$ cat src/rtl/pix_pkg.sv
package pix_pkg;
    localparam int RGB_W = 24;
    typedef logic [RGB_W-1:0] rgb_t;
    localparam logic [2:0] DEPTH_8BPP = 3'd3;
    localparam int CUR_SZ = 64;
    localparam int CUR_LG = $clog2(CUR_SZ);
    localparam int PIX_PER_WORD = 8;
endpackage

$ cat src/rtl/pix_scan.sv
module pix_scan #(
    parameter int CW = 12,
    parameter int AW = 20
) (
    input  logic          clk,
    input  logic          rst_n,
    input  logic          start,
    input  logic [CW-1:0] cfg_w,
    input  logic [CW-1:0] cfg_h,
    input  logic [AW-1:0] cfg_top,
    input  logic [2:0]    depth,
    output logic          act,
    output logic [CW-1:0] x,
    output logic [CW-1:0] y,
    output logic [AW-1:0] addr,
    output logic          last
);
    import pix_pkg::*;

    localparam logic [CW-1:0] ONE = {{(CW-1){1'b0}}, 1'b1};

    typedef struct packed {
        logic          act;
        logic [CW-1:0] x;
        logic [CW-1:0] y;
        logic [AW-1:0] a;
    } scan_t;

    scan_t scan_d, scan_q;
    logic  row_end, col_end;

    always_comb begin
        scan_d  = scan_q;
        row_end = (scan_q.x == cfg_w - ONE);
        col_end = (scan_q.y == cfg_h - ONE);
        if (scan_q.act) begin
            scan_d.a = scan_q.a + {{(AW-1){1'b0}}, 1'b1};
            if (row_end) begin
                scan_d.x = '0;
                scan_d.y = scan_q.y + ONE;
                if (col_end) scan_d.act = 1'b0;
            end else begin
                scan_d.x = scan_q.x + ONE;
            end
        end else if (start && cfg_w != '0 && cfg_h != '0 && depth == DEPTH_8BPP) begin
            scan_d.act = 1'b1;
            scan_d.x   = '0;
            scan_d.y   = '0;
            scan_d.a   = cfg_top;
        end
    end

    always_ff @(posedge clk) begin
        if (!rst_n) scan_q <= '0;
        else        scan_q <= scan_d;
    end

    assign act  = scan_q.act;
    assign x    = scan_q.x;
    assign y    = scan_q.y;
    assign addr = scan_q.a;
    assign last = scan_q.act && row_end && col_end;


    addr_linear_chk: assert property (@(posedge clk) disable iff (!rst_n)
        (act && $past(act)) |-> (addr == $past(addr) + {{(AW-1){1'b0}}, 1'b1}));


    zero_size_idle_chk: assert property (@(posedge clk) disable iff (!rst_n)
        (!act && start && (cfg_w == '0 || cfg_h == '0)) |=> !act);


    depth_idle_chk: assert property (@(posedge clk) disable iff (!rst_n)
        (!act && start && depth != DEPTH_8BPP) |=> !act);
endmodule

$ cat src/rtl/pix_cursor.sv
module pix_cursor #(
    parameter int CW = 12,
    parameter int PW = 9
) (
    input  logic [CW-1:0]   x,
    input  logic [CW-1:0]   y,
    input  logic [2*CW-1:0] pos,
    input  logic            off,
    output logic            hit,
    output logic [PW-1:0]   word,
    output logic [2:0]      sub
);
    import pix_pkg::*;

    logic [CW-1:0]     xc, yc;
    logic [CW:0]       x_lim, y_lim;
    logic              in_x, in_y;
    logic [CUR_LG-1:0] dx, dy;

    always_comb begin
        xc    = pos[2*CW-1:CW];
        yc    = pos[CW-1:0];
        x_lim = {1'b0, xc} + (CW+1)'(CUR_SZ);
        y_lim = {1'b0, yc} + (CW+1)'(CUR_SZ);
        in_x  = (x >= xc) && ({1'b0, x} < x_lim);
        in_y  = (y >= yc) && ({1'b0, y} < y_lim);
        hit   = !off && in_x && in_y;
        dx    = x[CUR_LG-1:0] - xc[CUR_LG-1:0];
        dy    = y[CUR_LG-1:0] - yc[CUR_LG-1:0];
        word  = {dy, dx[CUR_LG-1:3]};
        sub   = dx[2:0];
    end
endmodule

$ cat src/rtl/idx_pixel_pipe.sv
module idx_pixel_pipe #(
    parameter int CW = 12,
    parameter int AW = 20,
    localparam int PW = 2 * pix_pkg::CUR_LG - $clog2(pix_pkg::PIX_PER_WORD)
) (
    input  logic                 clk,
    input  logic                 rst_n,
    input  logic                 frame_start,
    input  logic [CW-1:0]        cfg_width,
    input  logic [CW-1:0]        cfg_height,
    input  logic [AW-1:0]        cfg_top,
    input  logic [2:0]           cfg_depth,
    input  logic                 cfg_blank,
    input  logic                 cfg_cursor_off,
    input  logic [2*CW-1:0]      cursor_pos,
    output logic                 vram_rd,
    output logic [AW-1:0]        vram_addr,
    input  logic [7:0]           vram_data,
    output logic [7:0]           pal_addr,
    input  logic [23:0]          pal_data,
    output logic [PW-1:0]        cpat_addr,
    input  logic [15:0]          cpat_data,
    output logic [1:0]           cpal_addr,
    input  logic [23:0]          cpal_data,
    input  logic                 irq_clr,
    output logic [23:0]          pix_rgb,
    output logic                 pix_valid,
    output logic                 frame_end,
    output logic                 frame_irq
);
    import pix_pkg::*;

    typedef struct packed {
        logic       v1;
        logic       hit1;
        logic       last1;
        logic [2:0] sub1;
        logic       v2;
        logic       last2;
        logic [1:0] code2;
        logic       v3;
        logic       last3;
        rgb_t       rgb3;
        logic       eof;
        logic       irq;
    } pipe_t;

    pipe_t         pipe_d, pipe_q;
    logic          s_act, s_last, c_hit;
    logic [CW-1:0] s_x, s_y;
    logic [2:0]    c_sub;
    logic [1:0]    code1;

    pix_scan #(.CW(CW), .AW(AW)) i_scan (
        .clk(clk), .rst_n(rst_n), .start(frame_start),
        .cfg_w(cfg_width), .cfg_h(cfg_height), .cfg_top(cfg_top),
        .depth(cfg_depth), .act(s_act), .x(s_x), .y(s_y),
        .addr(vram_addr), .last(s_last)
    );

    pix_cursor #(.CW(CW), .PW(PW)) i_cursor (
        .x(s_x), .y(s_y), .pos(cursor_pos), .off(cfg_cursor_off),
        .hit(c_hit), .word(cpat_addr), .sub(c_sub)
    );

    assign vram_rd = s_act;

    always_comb begin
        pipe_d    = pipe_q;
        code1     = pipe_q.hit1 ? cpat_data[{pipe_q.sub1, 1'b0} +: 2] : 2'd0;
        pal_addr  = vram_data;
        cpal_addr = code1 - 2'd1;
        // stage 1: addresses presented, flags follow the fetch
        pipe_d.v1    = s_act;
        pipe_d.hit1  = c_hit;
        pipe_d.last1 = s_last;
        pipe_d.sub1  = c_sub;
        // stage 2: index and cursor code known, colour lookups issued
        pipe_d.v2    = pipe_q.v1;
        pipe_d.last2 = pipe_q.v1 && pipe_q.last1;
        pipe_d.code2 = code1;
        // stage 3: pick the colour
        pipe_d.v3    = pipe_q.v2;
        pipe_d.last3 = pipe_q.v2 && pipe_q.last2;
        if (cfg_blank)                pipe_d.rgb3 = '0;
        else if (pipe_q.code2 != 2'd0) pipe_d.rgb3 = cpal_data;
        else                          pipe_d.rgb3 = pal_data;
        // frame completion
        pipe_d.eof = pipe_q.v3 && pipe_q.last3;
        pipe_d.irq = (pipe_q.irq && !irq_clr) || pipe_d.eof;
    end

    always_ff @(posedge clk) begin
        if (!rst_n) pipe_q <= '0;
        else        pipe_q <= pipe_d;
    end

    assign pix_rgb   = pipe_q.rgb3;
    assign pix_valid = pipe_q.v3;
    assign frame_end = pipe_q.eof;
    assign frame_irq = pipe_q.irq;


    eof_after_pix_chk: assert property (@(posedge clk) disable iff (!rst_n)
        frame_end |-> $past(pix_valid));


    eof_single_chk: assert property (@(posedge clk) disable iff (!rst_n)
        frame_end |=> !frame_end);


    irq_rise_chk: assert property (@(posedge clk) disable iff (!rst_n)
        $rose(frame_irq) |-> frame_end);


    irq_hold_chk: assert property (@(posedge clk) disable iff (!rst_n)
        (frame_irq && !irq_clr) |=> frame_irq);


    blank_black_chk: assert property (@(posedge clk) disable iff (!rst_n)
        (pix_valid && $past(cfg_blank)) |-> (pix_rgb == '0));
endmodule

$ cat config.mk
export PLATFORM = sky130hd
export DESIGN_NAME = idx_pixel_pipe
export DESIGN_NICKNAME = d
export VERILOG_FILES = /design/src/rtl/pix_pkg.sv /design/src/rtl/pix_scan.sv /design/src/rtl/pix_cursor.sv /design/src/rtl/idx_pixel_pipe.sv
export SDC_FILE = /design/constraint.sdc
export NUM_CORES = 1
export LEC_CHECK = 0
export ABC_AREA = 1
export ABC_CLOCK_PERIOD_IN_PS = 2200
export BUFFER_PORTS_ARGS = -buffer_cell sky130_fd_sc_hd__clkbuf_2
export CORE_MARGIN = 3
export CORE_UTILIZATION = 36
export DETAILED_ROUTE_END_ITERATION = 7
export GPL_ROUTABILITY_DRIVEN = 0
export GPL_TIMING_DRIVEN = 0
export SLEW_MARGIN = 20
export SYNTH_ARGS = -nofsm -noshare
export SYNTH_HDL_FRONTEND = slang
export SYNTH_SLANG_ARGS = --single-unit
export TNS_END_PERCENT = 50
$ cat constraint.sdc
create_clock -name clk -period 2.2 [get_ports clk]
set_clock_uncertainty 0.05 [all_clocks]
set_input_delay 0.44 -clock clk [delete_from_list [all_inputs] [get_ports clk]]
set_output_delay 0.44 -clock clk [all_outputs]
set_load 0.01 [all_outputs]
==> results list, run 1 <==
- In this run the vertical extent of the chip is 139 um.
- Beginning of the worst hold path: cfg_top[19]
- Dominant register cell in the synthesized netlist: sky130_fd_sc_hd__dfxtp_1
- Endpoint type of the worst setup path: primary output
- Number of sinks handled by clock tree synthesis: 83
- Number of buffers on the longest clock path: 2
- Worst reg-to-reg path cell count: 14
* Worst vdd ir: 0.352 mV
* Final Net Count: around 1400
- Area occupied by multi-input gates: between 4000 and 5000 sq um
- The share of total power dissipated in combinational logic is between 10% and 20%.
- The share of total power dissipated in sequential elements is 40.7%.
- The die covers ~19000 sq um.
- In this run, distinct cell masters in the synthesized netlist total 48.
- In this run the tightest slew margin relative to its limit is 59.7%.
- CP Cell Sequence: clkinv_4 -> ha_4 -> fa_2 -> o21ai_2 -> xor2_1 -> buf_2
* Pin count of the biggest net entering global routing: 16
- For hold timing, the worst endpoint is i_scan.addr[19].
* Synthesis warning total: 0
- Die W: 139 um
- Final hold violation count: 0
* DP Worst Slack: -0.286 ns
- Leakage: 4.10 nW
- Syn nets: 1139
* Violated checks: setup timing
* Number of antenna violations at the first check in global routing: 0
- Area of the core: 16900 sq um
- Status: finished, violations left
- Path category of the worst min-delay check: input pin to register
- Root buffer cell: sky130_fd_sc_hd__clkbuf_16
- Vias in the first global route: 6156
- Number of DRC violations after detailed routing: 0
- Yosys mapped a number of flops with a built-in enable equal to 0.
- In the final layout, the share of cells above drive strength 1 is 30.0%.
- Initial Util: 37.6%
- Hold Crit Depth: 3
- Count of input and output buffers: 206
- Async set-reset flop share out of synthesis: 0%
* Critical path required time: 1.71 ns
- After clock tree synthesis, the flow added hold-fix buffers numbering 0.
- Power spread over the standard cell area amounts to 455 nW/um^2.
* Cell Rows: 47
- Derived from the worst setup path, the maximum achievable clock frequency is 444 MHz.
- The first global-routing pass estimated just under 30000 um of wire.
- The count of pins over their slew limit was 0.
- Fraction of the yosys area taken by sequential cells: 26.1%
- In this run switching power makes up 27.3% of total power.
- Dividing the detail-routed wire length by the instance count gives 13.0 um.
- The worst setup path is launched from a register.
- Along the worst path, the maximum fanout reaches 2.
- Min Clock Period, post-route: 2.25 ns
- Net Sw Power: 1.05 mW
- Summed over all layers, the global routing overflow is 0.
* Cell count after synthesis: 944
- The worst register-to-register path begins at i_scan.x[0].
* Storage element area: 1690 sq um
* Cell taking the most area after synthesis: sky130_fd_sc_hd__dfxtp_1
- Part of the total power dissipated in the clock network: about two fifths
- Iteration-0 DRC Markers: 231
* Router iterations before antenna repair: 5
- In the routed layout, each cell is associated on average with a via count of 4.74.
- Clock Pin Slew Worst Setup and Hold Paths: 0.06 ns
* Count of max-cap constraint violations: 0
- The slowest stage of the critical path belongs to the cell sky130_fd_sc_hd__dfxtp_4.
* Cell-internal power: about 2.8 mW
- around 220 I/O pins were placed.
- Average size of a mapped cell: slightly below 7 sq um
- Wires add up to 18300 um.
- HPWL after DPL: 14600 um
- TritonCTS built the clock tree.
- CTS built an H-tree with a depth of 3.
- Register-to-register setup slack: 0.05 ns
* Setup TNS: -0.128 ns
- Ranking of synthesized cells by area: sky130_fd_sc_hd__dfxtp_1, sky130_fd_sc_hd__nand2_1, sky130_fd_sc_hd__ha_1
- After layout, the worst path uses 102% of the clock period.
- For this run, the slowest stage of the critical path takes 0.36 ns.
- Summing over every cut layer, the via total after detailed routing is 6667.
* Setup repair after global routing missed its margin: yes
- Least-Margin Pin Slew: 0.602 ns
* Overall global routing resource usage: 18.3%
- CP arrival: about 1.8 ns
- Reg2reg end: pipe_q[36]
* Clk Latency, worst-skew pair: 0.35 ns
* DRT antenna net count: 0
- In this run the cell area of the synthesized design comes to between 6000 and 7000 sq um.
- The layout has 1742 filler cells.
- The repair_antennas step left the layout with diodes totalling 0.
- In this run, CTS created clock tree buffers numbering 9.
- The critical path is of the register to primary output type.
- Least setup slack across all paths after layout: -0.0525 ns
* Synthesis-to-finish area growth: 32.1%
* Seq cells post-synth: 83
- Setup violations remaining at the end of the flow were counted as 4.
- Summed over its instances, the top area cell type makes up 26.1% of the synthesized netlist area.
## layer usage
layer	GRT usage, %	vias up	share of wire [%]
met1	24.4	2949	48
met4	4.69	0	1.1
met3	3.86	15	4.9
met2	30.2	168	46
met5	0	-	0
li1	-	3535	-
## cell usage after synthesis (3+ instances only)
library cell and count:
sky130_fd_sc_hd__buf_6 5, sky130_fd_sc_hd__o211ai_1 8, sky130_fd_sc_hd__a21oi_1 46, sky130_fd_sc_hd__a31oi_1 5
sky130_fd_sc_hd__nand2_1 187, sky130_fd_sc_hd__dfxtp_1 83, sky130_fd_sc_hd__nor3_1 14, sky130_fd_sc_hd__o21ai_0 49
sky130_fd_sc_hd__nand3_2 4, sky130_fd_sc_hd__nor2_2 6, sky130_fd_sc_hd__inv_1 114, sky130_fd_sc_hd__inv_2 3
sky130_fd_sc_hd__nand3b_1 3, sky130_fd_sc_hd__nand3_1 62, sky130_fd_sc_hd__clkbuf_1 8, sky130_fd_sc_hd__buf_4 34
sky130_fd_sc_hd__xor2_1 37, sky130_fd_sc_hd__buf_2 3, sky130_fd_sc_hd__nor2_1 131, sky130_fd_sc_hd__o22ai_1 11
sky130_fd_sc_hd__xnor2_1 25, sky130_fd_sc_hd__nand4_1 18, sky130_fd_sc_hd__nor2_4 5, sky130_fd_sc_hd__or2_2 5
sky130_fd_sc_hd__ha_1 44
## worst max-delay path, delay by kind of cell (launching register included)
| family | cells | cell delay, ns |
|---|---|---|
| xor gates and xnor gates | 1 | 0.17 |
| DFF | 1 | 0.36 |
| AOI/OAI and AO/OA | 1 | 0.17 |
| adders and majority gates | 2 | 0.50 |
| buffers and inverters | 2 | 0.22 |
## layout by cell type (no fill, tap or decap), types with 9 or more instances in the layout
cell type                     n
sky130_fd_sc_hd__xnor2_1     24
sky130_fd_sc_hd__o21ai_0     44
sky130_fd_sc_hd__nor3_1      13
sky130_fd_sc_hd__buf_2        9
sky130_fd_sc_hd__buf_4       47
sky130_fd_sc_hd__nor2_1     129
sky130_fd_sc_hd__o22ai_1     11
sky130_fd_sc_hd__nand4_1     18
sky130_fd_sc_hd__xor2_1      37
sky130_fd_sc_hd__nand2_1    186
sky130_fd_sc_hd__buf_6       13
sky130_fd_sc_hd__a21oi_1     44
sky130_fd_sc_hd__dfxtp_1     72
sky130_fd_sc_hd__clkbuf_2   202
sky130_fd_sc_hd__ha_1        36
sky130_fd_sc_hd__nand3_1     61
sky130_fd_sc_hd__inv_1      110
sky130_fd_sc_hd__clkbuf_16    9
## final cells by class
cell class,count,share of cell area [%]
inverter,118,5.42
buffer,53,4.52
sequential,83,20.1
tap,220,3.27
timing repair buffer,227,14.4
clock buffer,10,2.84
multi-input combinational,691,48.6
clock inverter,6,0.863
## worst max path at each step
| stage | slack (ns) | depth (start not counted) | endpoint | start |
|---|---|---|---|---|
| final | -0.05 | 6 | cpat_addr[1] | i_scan.x[0] |
| after global routing | -0.13 | 6 | cpat_addr[1] | i_scan.x[0] |
| after CTS | -0.09 | 6 | cpat_addr[1] | i_scan.x[0] |
| after detailed placement | -0.29 | 14 | i_scan.act | cfg_width[0] |
| after global placement | -0.25 | 14 | i_scan.act | cfg_width[0] |
| after floorplan | 0.12 | 5 | cpat_addr[2] | cursor_pos[14] |
## power by group through the flow
stage / registers, mW / logic [mW] / clock network [mW]
floorplan: 1.59 / 0.369 / 0
global placement: 1.59 / 0.636 / 0
detailed placement: 1.60 / 0.638 / 0
CTS: 1.56 / 0.677 / 1.62
global route: 1.56 / 0.776 / 1.68
finish: 1.56 / 0.693 / 1.58
## timing repair
action                                 CTS  global route
gates cloned                             0             2
gates resized for setup                 38            43
pin swaps                               11            20
setup buffers                           18             3
setup endpoints to repair                9            35
endpoints found under the hold margin    0             0
## per-stage QoR
stage | instance area, sq um | hold WS, ns | power (mW) | util [%] | std cells
floorplan | 6360 | 0.344 | 1.96 | - | 944
global placement | 7670 | 0.359 | 2.23 | 45.3 | 1370
detailed placement | 7670 | 0.351 | 2.23 | 45.3 | 1370
CTS | 8260 | 0.250 | 3.85 | 48.8 | 1404
global route | 8410 | 0.255 | 4.02 | 49.7 | 1408
finish | 8410 | 0.263 | 3.83 | 49.7 | 1408
## state kept, by name (all words and copies together), names as in the netlist
signal	count
frame_end	1
frame_irq	1
i_scan.act	1
i_scan.addr	20
i_scan.x	12
i_scan.y	12
pipe_d	2
pipe_q	9
pix_rgb	24
pix_valid	1
## logic make-up after synthesis
family / share of synthesized area [%]
AOI/OAI and AO/OA: 11.9
xor gates and xnor gates: 8.89
adders and majority gates: 9.28
buffers and inverters: 12.8
DFF: 26.1
muxes: 0.315
and+or+nand+nor: 30.7
Note: power is estimated with default switching activity, not from simulation.
==> run 2, diff against run 1 <==
- REMOVE_ABC_BUFFERS: default -> 1
==> run 2 against run 1 <==
  * The run still ends with setup timing left
  * First-iteration DRC count increased by 13%
  * Flip-flop and latch count stayed put
  * Critical path depth unchanged
  * Count of clock-buffer cells in the layout increased by 1
  * Worst hold slack worse by 0.0090 ns
  * Sequential power is essentially flat
  * Largest power group unchanged
==> results list, run 2 (synthesis gave the netlist of run 1 again) <==
- Status: finished, violations left (unchanged)
- Violated checks: setup timing (unchanged).
- Average detailed-routed wire length per instance: 13.2 um (was 13.0 um)
- The detailed placement HPWL is 13800 um (was 14600 um).
* DP Worst Slack: -0.896 ns (was -0.286 ns)
* Ratio of final minimum period to clock period: 105% (was 102%)
- Endpoint type of the worst setup path: primary output (unchanged)
* Clock tree from TritonCTS: yes (unchanged)
* DIE HEIGHT: 139 um (unchanged)
- Highest-count cells in the layout ignoring fill and taps: sky130_fd_sc_hd__clkbuf_2, sky130_fd_sc_hd__nand2_1, sky130_fd_sc_hd__nor2_1 (unchanged)
* Count of max-cap constraint violations: 0 (unchanged)
- Hold endpoint: i_scan.addr[19] (unchanged)
* Clk Latency, worst-skew pair: 0.34 ns (was 0.35 ns)
* Startpoint-to-endpoint class of the critical path: register to primary output (unchanged)
* Clock Pin Slew Worst Setup and Hold Paths: 0.06 ns (about the same)
- The ratio of cells with drive above 1 in the final layout was 26.3% (was 30.0%).
- The sort of element at the start of the critical path is a register (unchanged).
- The via count of the first global-routing pass is 6000 (was 6156).
- The peak ir drop on the vdd network is 0.410 mV (was 0.352 mV).
* Hold Crit Depth: 3 (unchanged)
* N_diodes: 0 (unchanged)
- The number of DRC violations after detailed routing came to 0 (unchanged).
- The arrival time at the worst endpoint was 1.83 ns (was 1.76 ns).
* Setup repair after global routing missed its margin: yes (unchanged)
* Slew HR: 48.5% (was 59.7%)
- The final net count was 1310 (was 1378).
- PD cells: 497 nW/um^2 (was 455 nW/um^2)
- Leakage: 3.82 nW (was 4.10 nW)
- The die area was 19300 sq um (unchanged).
* Reg2reg end: i_scan.addr[8] (was pipe_q[36])
- The number of buffers added to fix hold violations after cts was 0 (unchanged).
- Peak clock frequency supported by timing: 432 MHz (was 444 MHz)
* Die W: 139 um (unchanged)
- The growth of design area from synthesis to finish is 24.9% (was 32.1%).
- The number of nets with antenna violations after routing is 0 (unchanged).
- The global-route usage over all layers is 17.8% (was 18.3%).
* Setup violation total in the final timing report: 4 (unchanged)
* Least setup slack across all paths after layout: -0.115 ns (was -0.0525 ns)
* Number of antenna violations at the first check in global routing: 0 (unchanged)
- The count of boundary I/O pins was 216 (unchanged).
- The wire length of the first global-routing pass was 28800 um (was 29600 um).
- Vias: 6432 (was 6667)
* Worst reg-to-reg path cell count: 7 (was 14)
- The count of H-tree levels built during CTS is 3 (unchanged).
* WL final: 17700 um (was 18300 um)
- Least-Margin Pin Slew: 0.772 ns (was 0.602 ns)
- Beginning of the worst hold path: cfg_top[19] (unchanged)
- The minimum clock period is 2.32 ns (was 2.25 ns).
- The count of pins over their slew limit is 0 (unchanged).
* Most common cell after layout, fill and taps aside: sky130_fd_sc_hd__clkbuf_2 (unchanged)
- Critical path required time: 1.71 ns (about the same)
- Router iterations before antenna repair: 5 (unchanged)
- Number of flip-flops in the largest register: 24 (unchanged)
- Number of CTS-inserted buffers: 9 (unchanged)
- Cell Rows: 47 (unchanged)
- The beginning of the worst register-to-register path is i_scan.act (was i_scan.x[0]).
- The total overflow reported by the global router is 0 (unchanged).
* Avg Vias per Cell: 4.80 (was 4.74)
- The pin count of the biggest net entering global routing is 28 (was 16).
- The CTS root buffer was sky130_fd_sc_hd__clkbuf_16 (unchanged).
- The number of DRC markers in iteration 0 is 262 (was 231).
- Pwr Total: 3.95 mW (was 3.83 mW)
* Initial Util: 37.6% (unchanged)
- The maximum buffer depth of the clock tree is 2 (unchanged).
* Count of input and output buffers: 199 (was 206)
- The maximum fanout along the worst path is 4 (was 2).
- Path category of the worst min-delay check: input pin to register (unchanged)
- Register-to-register setup slack: 0.22 ns (was 0.05 ns)
- The count of endpoints failing hold in the final timing report came to 0 (unchanged).
- The CTS sink count is 83 (unchanged).
- The area of the core region is 16900 sq um (unchanged).
## run 2: critical path, stage by stage, from the launching register on
cell                      delay [ns]
sky130_fd_sc_hd__dfxtp_4        0.38
sky130_fd_sc_hd__inv_6          0.05
sky130_fd_sc_hd__ha_4           0.17
sky130_fd_sc_hd__fa_2           0.35
sky130_fd_sc_hd__o21ai_2        0.18
sky130_fd_sc_hd__xor2_1         0.19
sky130_fd_sc_hd__buf_2          0.16
## run 2: per-stage QoR
stage / hold WS (ns) / cell area [sq um] / instances / setup TNS [ns] / util (%)
after floorplan: 0.344 / 5990 / 891 / 0 / -
after global placement: 0.356 / 7260 / 1310 / -51.84 / 42.9
after global routing: 0.253 / 7950 / 1340 / -0.786 / 46.9
after detailed placement: 0.354 / 7280 / 1311 / -42.86 / 43.0
after CTS: 0.240 / 7850 / 1335 / -1.51 / 46.3
final: 0.254 / 7950 / 1340 / -0.245 / 46.9
## run 2: report_power, final
part	leakage [nW]	switching [mW]	internal, mW
registers	0.680	0.0307	1.53
logic	2.97	0.336	0.274
clock network	0.171	0.628	1.15
total	3.82	0.995	2.95
## run 2: layout make-up
| type | instances | area, sq um |
|---|---|---|
| Clock inverter | 5 | 108 |
| Clock buffer | 11 | 243 |
| Tap cell | 220 | 275 |
| Inverter | 118 | 455 |
| Multi-Input combinational cell | 691 | 4080 |
| Sequential cell | 83 | 1690 |
| Fill cell | 1815 | 8990 |
| Timing Repair Buffer | 212 | 1100 |
## run 2: timing repair
action,4_1_cts,5_1_grt
setup buffers,8,4
gates resized for setup,42,17
pin swaps,10,8
cloned,0,1
endpoints found under the setup margin,74,46
## run 2: worst max-delay path by stage
stage            startpoint      endpoint  slack [ns]  depth (start not counted)
5_1_grt         i_scan.y[2]  cpat_addr[8]       -0.18                          8
4_1_cts        cfg_width[0]   i_scan.y[0]       -0.13                         12
3_3_place_gp          rst_n    pix_rgb[8]       -1.29                          5
3_5_place_dp          rst_n   pix_rgb[22]       -0.90                          5
2_1_floorplan  cfg_width[0]  i_scan.x[11]        0.02                         11
6_report        i_scan.x[0]  cpat_addr[1]       -0.12                          6
## run 2: metal layers
metal  wire [um]  share of wire, %  vias to the layer above  track usage (%)
met5           0                 0                        -                0
met4         231               1.3                        0             4.22
met3         801               4.5                       13             4.03
met2        8280                47                      157             29.5
met1        8370                47                     2869             23.7
li1            -                 -                     3393                -
==> run 3, diff against run 2 <==
--- a/config.mk
+++ b/config.mk
@@ -7,5 +7,5 @@
 export LEC_CHECK = 0
 export ABC_AREA = 1
-export ABC_CLOCK_PERIOD_IN_PS = 2200
+export ABC_CLOCK_PERIOD_IN_PS = 2850
 export BUFFER_PORTS_ARGS = -buffer_cell sky130_fd_sc_hd__clkbuf_2
 export CORE_MARGIN = 3
==> constraint.sdc (replaced) <==
create_clock -name clk -period 2.85 [get_ports clk]
set_clock_uncertainty 0.05 [all_clocks]
set_input_delay 0.285 -clock clk [delete_from_list [all_inputs] [get_ports clk]]
set_output_delay 0.285 -clock clk [all_outputs]
set_load 0.01 [all_outputs]
==> run 3 against run 2 <==
  * The flow now finishes without violations
  * Combinational power down 28%
  * Worst setup slack better by 0.36 ns
  * Core utilization down 1.8 points
  * Sequential share of layout area up 0.52 points
  * Routed wire length down 2.6%
  * Critical path depth unchanged
  * First-iteration DRC count up 21%
  * Highest routed layer unchanged
==> results list, run 3 (synthesis gave the netlist of run 1 again) <==
* Setup repair after global routing missed its margin: no (was yes)
- The total of cells resized after clock tree synthesis came to 0 (was 42).
- Post-route cell area: 7640 sq um (was 7950 sq um)
- Clk Latency, worst-skew pair: 0.34 ns (about the same)
- The count of H-tree levels built during CTS was 3 (unchanged).
* Path category of the worst min-delay check: input pin to register (unchanged)
* Pwr Total: 3.02 mW (was 3.95 mW)
- The row count came to 47 (unchanged).
- Share of layout cells above drive strength 1: 22.1% (was 26.3%)
* PD cells: 395 nW/um^2 (was 497 nW/um^2)
- The final net count is 1297 (was 1310).
- Instance area at placement: 7280 sq um (unchanged)
* Number of primary I/O pins: 216 (unchanged)
- Min Clock Period, post-route: around 2.6 ns
* Final-layout fill cell count: 1842 (was 1815)
- The CTS sink count was 83 (unchanged).
* Initial Util: 37.6% (unchanged)
- The standby leakage power is 3.73 nW (was 3.82 nW).
- The number of iterations in the first detailed-routing pass came to 7 (was 5).
- The pin count of the biggest net entering global routing was 28 (unchanged).
- The number of nets with antenna violations after routing was 0 (unchanged).
- The number of flip-flops under the largest register name was 24 (unchanged).
* Area of the core: 16900 sq um (unchanged)
- The required time of the worst setup path was 2.52 ns (was 1.71 ns).
* Average detailed-routed wire length per instance: 13.0 um (was 13.2 um)
- Worst vdd ir: 0.323 mV (was 0.410 mV)
- The ratio of routed vias to standard cells came to 4.79 (was 4.80).
* Overall die area: 19300 sq um (unchanged)
- The worst hold path startpoint was cfg_top[19] (unchanged).
- The final routed wirelength across all metal layers is 17200 um (was 17700 um).
- The clock tree from TritonCTS is yes (unchanged).
- Global-route wire length before repair: 28400 um (was 28800 um)
* Reg2reg end: i_scan.y[5] (was i_scan.addr[8])
- The worst reg2reg path depth is 11 (was 7).
- Ratio of final minimum period to clock period: between 90 and 100%
* WHS: 0.102 ns (was 0.254 ns)
- The number of buffers created by CTS came to 9 (unchanged).
* Number of antenna violations at the first check in global routing: 0 (unchanged)
- The utilization after layout was 45.1% (was 46.9%).
- Count of input and output buffers: 199 (unchanged)
- Delay of the slowest critical-path stage: 0.44 ns (was 0.38 ns)
* Critical R2R Launch: i_scan.x[0] (was i_scan.act)
- Count of max-cap constraint violations: 0 (unchanged)
- Die W: 139 um (unchanged)
- The worst slew slack as a fraction of its limit is 38.6% (was 48.5%).
- Most common cell after layout, fill and taps aside: sky130_fd_sc_hd__clkbuf_2 (unchanged)
* Endpoint type of the worst setup path: primary output (unchanged)
* Startpoint-to-endpoint class of the critical path: register to primary output (unchanged)
- Clock Pin Slew Worst Setup and Hold Paths: 0.06 ns (about the same)
- The slack of the critical path came to 0.247 ns (was -0.115 ns).
- The number of DRC markers in iteration 0 was 317 (was 262).
* CP Cell Sequence: inv_1 -> ha_1 -> fa_1 -> o21ai_0 -> xor2_1 -> clkbuf_2 (was inv_6 -> ha_4 -> fa_2 -> o21ai_2 -> xor2_1 -> buf_2)
* HPWL after DPL: 13800 um (unchanged)
- The placement-stage worst setup slack came to -0.0914 ns (was -0.896 ns).
- GRT Residual Overflow: 0 (unchanged)
- Number of max-slew violations in the final report: 0 (unchanged)
* Setup violation total in the final timing report: 0 (was 4)
- Max Fanout on Critical Path: 4 (unchanged)
- The reg-to-reg setup timing slack is 0.59 ns (was 0.22 ns).
* Number of buffers on the longest clock path: 2 (unchanged)
* Least-Margin Pin Slew: 0.915 ns (was 0.772 ns)
- Static timing analysis puts the maximum clock frequency at 384 MHz.
- Hold Crit Depth: 3 (unchanged)
- Cts-stage hold buffer count: 0 (unchanged)
- Status: finished clean (was finished, violations left).
- The critical path's slowest cell is sky130_fd_sc_hd__dfxtp_1 (was sky130_fd_sc_hd__dfxtp_4).
* Highest-count cells in the layout ignoring fill and taps: sky130_fd_sc_hd__clkbuf_2, sky130_fd_sc_hd__nand2_1, sky130_fd_sc_hd__nor2_1 (unchanged)
* Vias in the first global route: 5861 (was 6000)
- The count of endpoints failing hold in the final timing report came to 0 (unchanged).
- The arrival time at the worst endpoint was 2.27 ns (was 1.83 ns).
- The total vias in the final route came to 6356 (was 6432).
- Root buffer cell: sky130_fd_sc_hd__clkbuf_16 (unchanged)
- Hold endpoint: i_scan.addr[19] (unchanged)
- DIE HEIGHT: 139 um (unchanged)
- Synthesis-to-finish area growth: 20.1% (was 24.9%)
- The count of buffers added by post-CTS timing repair for setup is 0 (was 8).
- Overall global routing resource usage: 17.5% (was 17.8%)
- The antenna diode count is 0 (unchanged).
- The sort of element at the start of the critical path is a register (unchanged).
- The number of DRC violations after detailed routing came to 0 (unchanged).
[run 3: cell types whose count changed in the layout (fill, tap and decap cells not counted), sizes merged]
| cell | before | now |
|---|---|---|
| inv | 118 | 119 |
| clkinvlp | 1 | 0 |
| buf | 15 | 1 |
| o21ai | 52 | 51 |
| clkbuf | 208 | 210 |
[run 3: layer usage]
metal	GRT usage [%]	part of all wire, %	up-vias	wire [um]
li1	-	-	3352	-
met1	23.6	48	2832	8240
met2	28.6	46	158	7880
met3	4.07	5.0	14	856
met4	4.22	1.5	0	255
met5	0	0	-	0
[run 3: worst max-delay path, delay by kind of cell, from the launching register on]
kind	cells	cell delay (ns)
XOR/XNOR	1	0.20
buffers and inverters	2	0.33
AO/OA/AOI/OAI	1	0.30
flip-flops	1	0.44
adder cells (fa/ha/maj)	2	0.67
[run 3: power by group]
part / internal [mW] / leakage [nW] / switching (mW)
Combinational: 0.194 / 2.89 / 0.247
Sequential: 1.19 / 0.674 / 0.0238
Clock: 0.887 / 0.171 / 0.480
Total: 2.27 / 3.73 / 0.750
[run 3: layout make-up]
class | instances | area, sq um | share of cell area [%]
clock buffer | 11 | 243 | 3.18
clock inverter | 5 | 108 | 1.41
inverter | 118 | 443 | 5.80
multi-input combinational | 690 | 3900 | 51.0
sequential | 83 | 1660 | 21.7
tap | 220 | 275 | 3.60
timing repair buffer | 200 | 1010 | 13.2
[run 3: stage by stage]
step	setup TNS [ns]	std cells
after floorplan	0	891
after global placement	-10.09	1310
after detailed placement	-0.797	1311
after CTS	0	1327
after global routing	0	1327
final	0	1327
[run 3: how the worst max path moves through the flow]
| stage | startpoint | end | slack [ns] | cells past startpoint |
|---|---|---|---|---|
| after CTS | i_scan.x[0] | cpat_addr[1] | 0.24 | 6 |
| after floorplan | cfg_width[0] | i_scan.x[11] | 0.82 | 11 |
| after global routing | i_scan.x[0] | cpat_addr[1] | 0.10 | 6 |
| after detailed placement | rst_n | pix_rgb[22] | -0.09 | 5 |
| final | i_scan.x[0] | cpat_addr[1] | 0.25 | 6 |
| after global placement | rst_n | pix_rgb[8] | -0.49 | 5 |
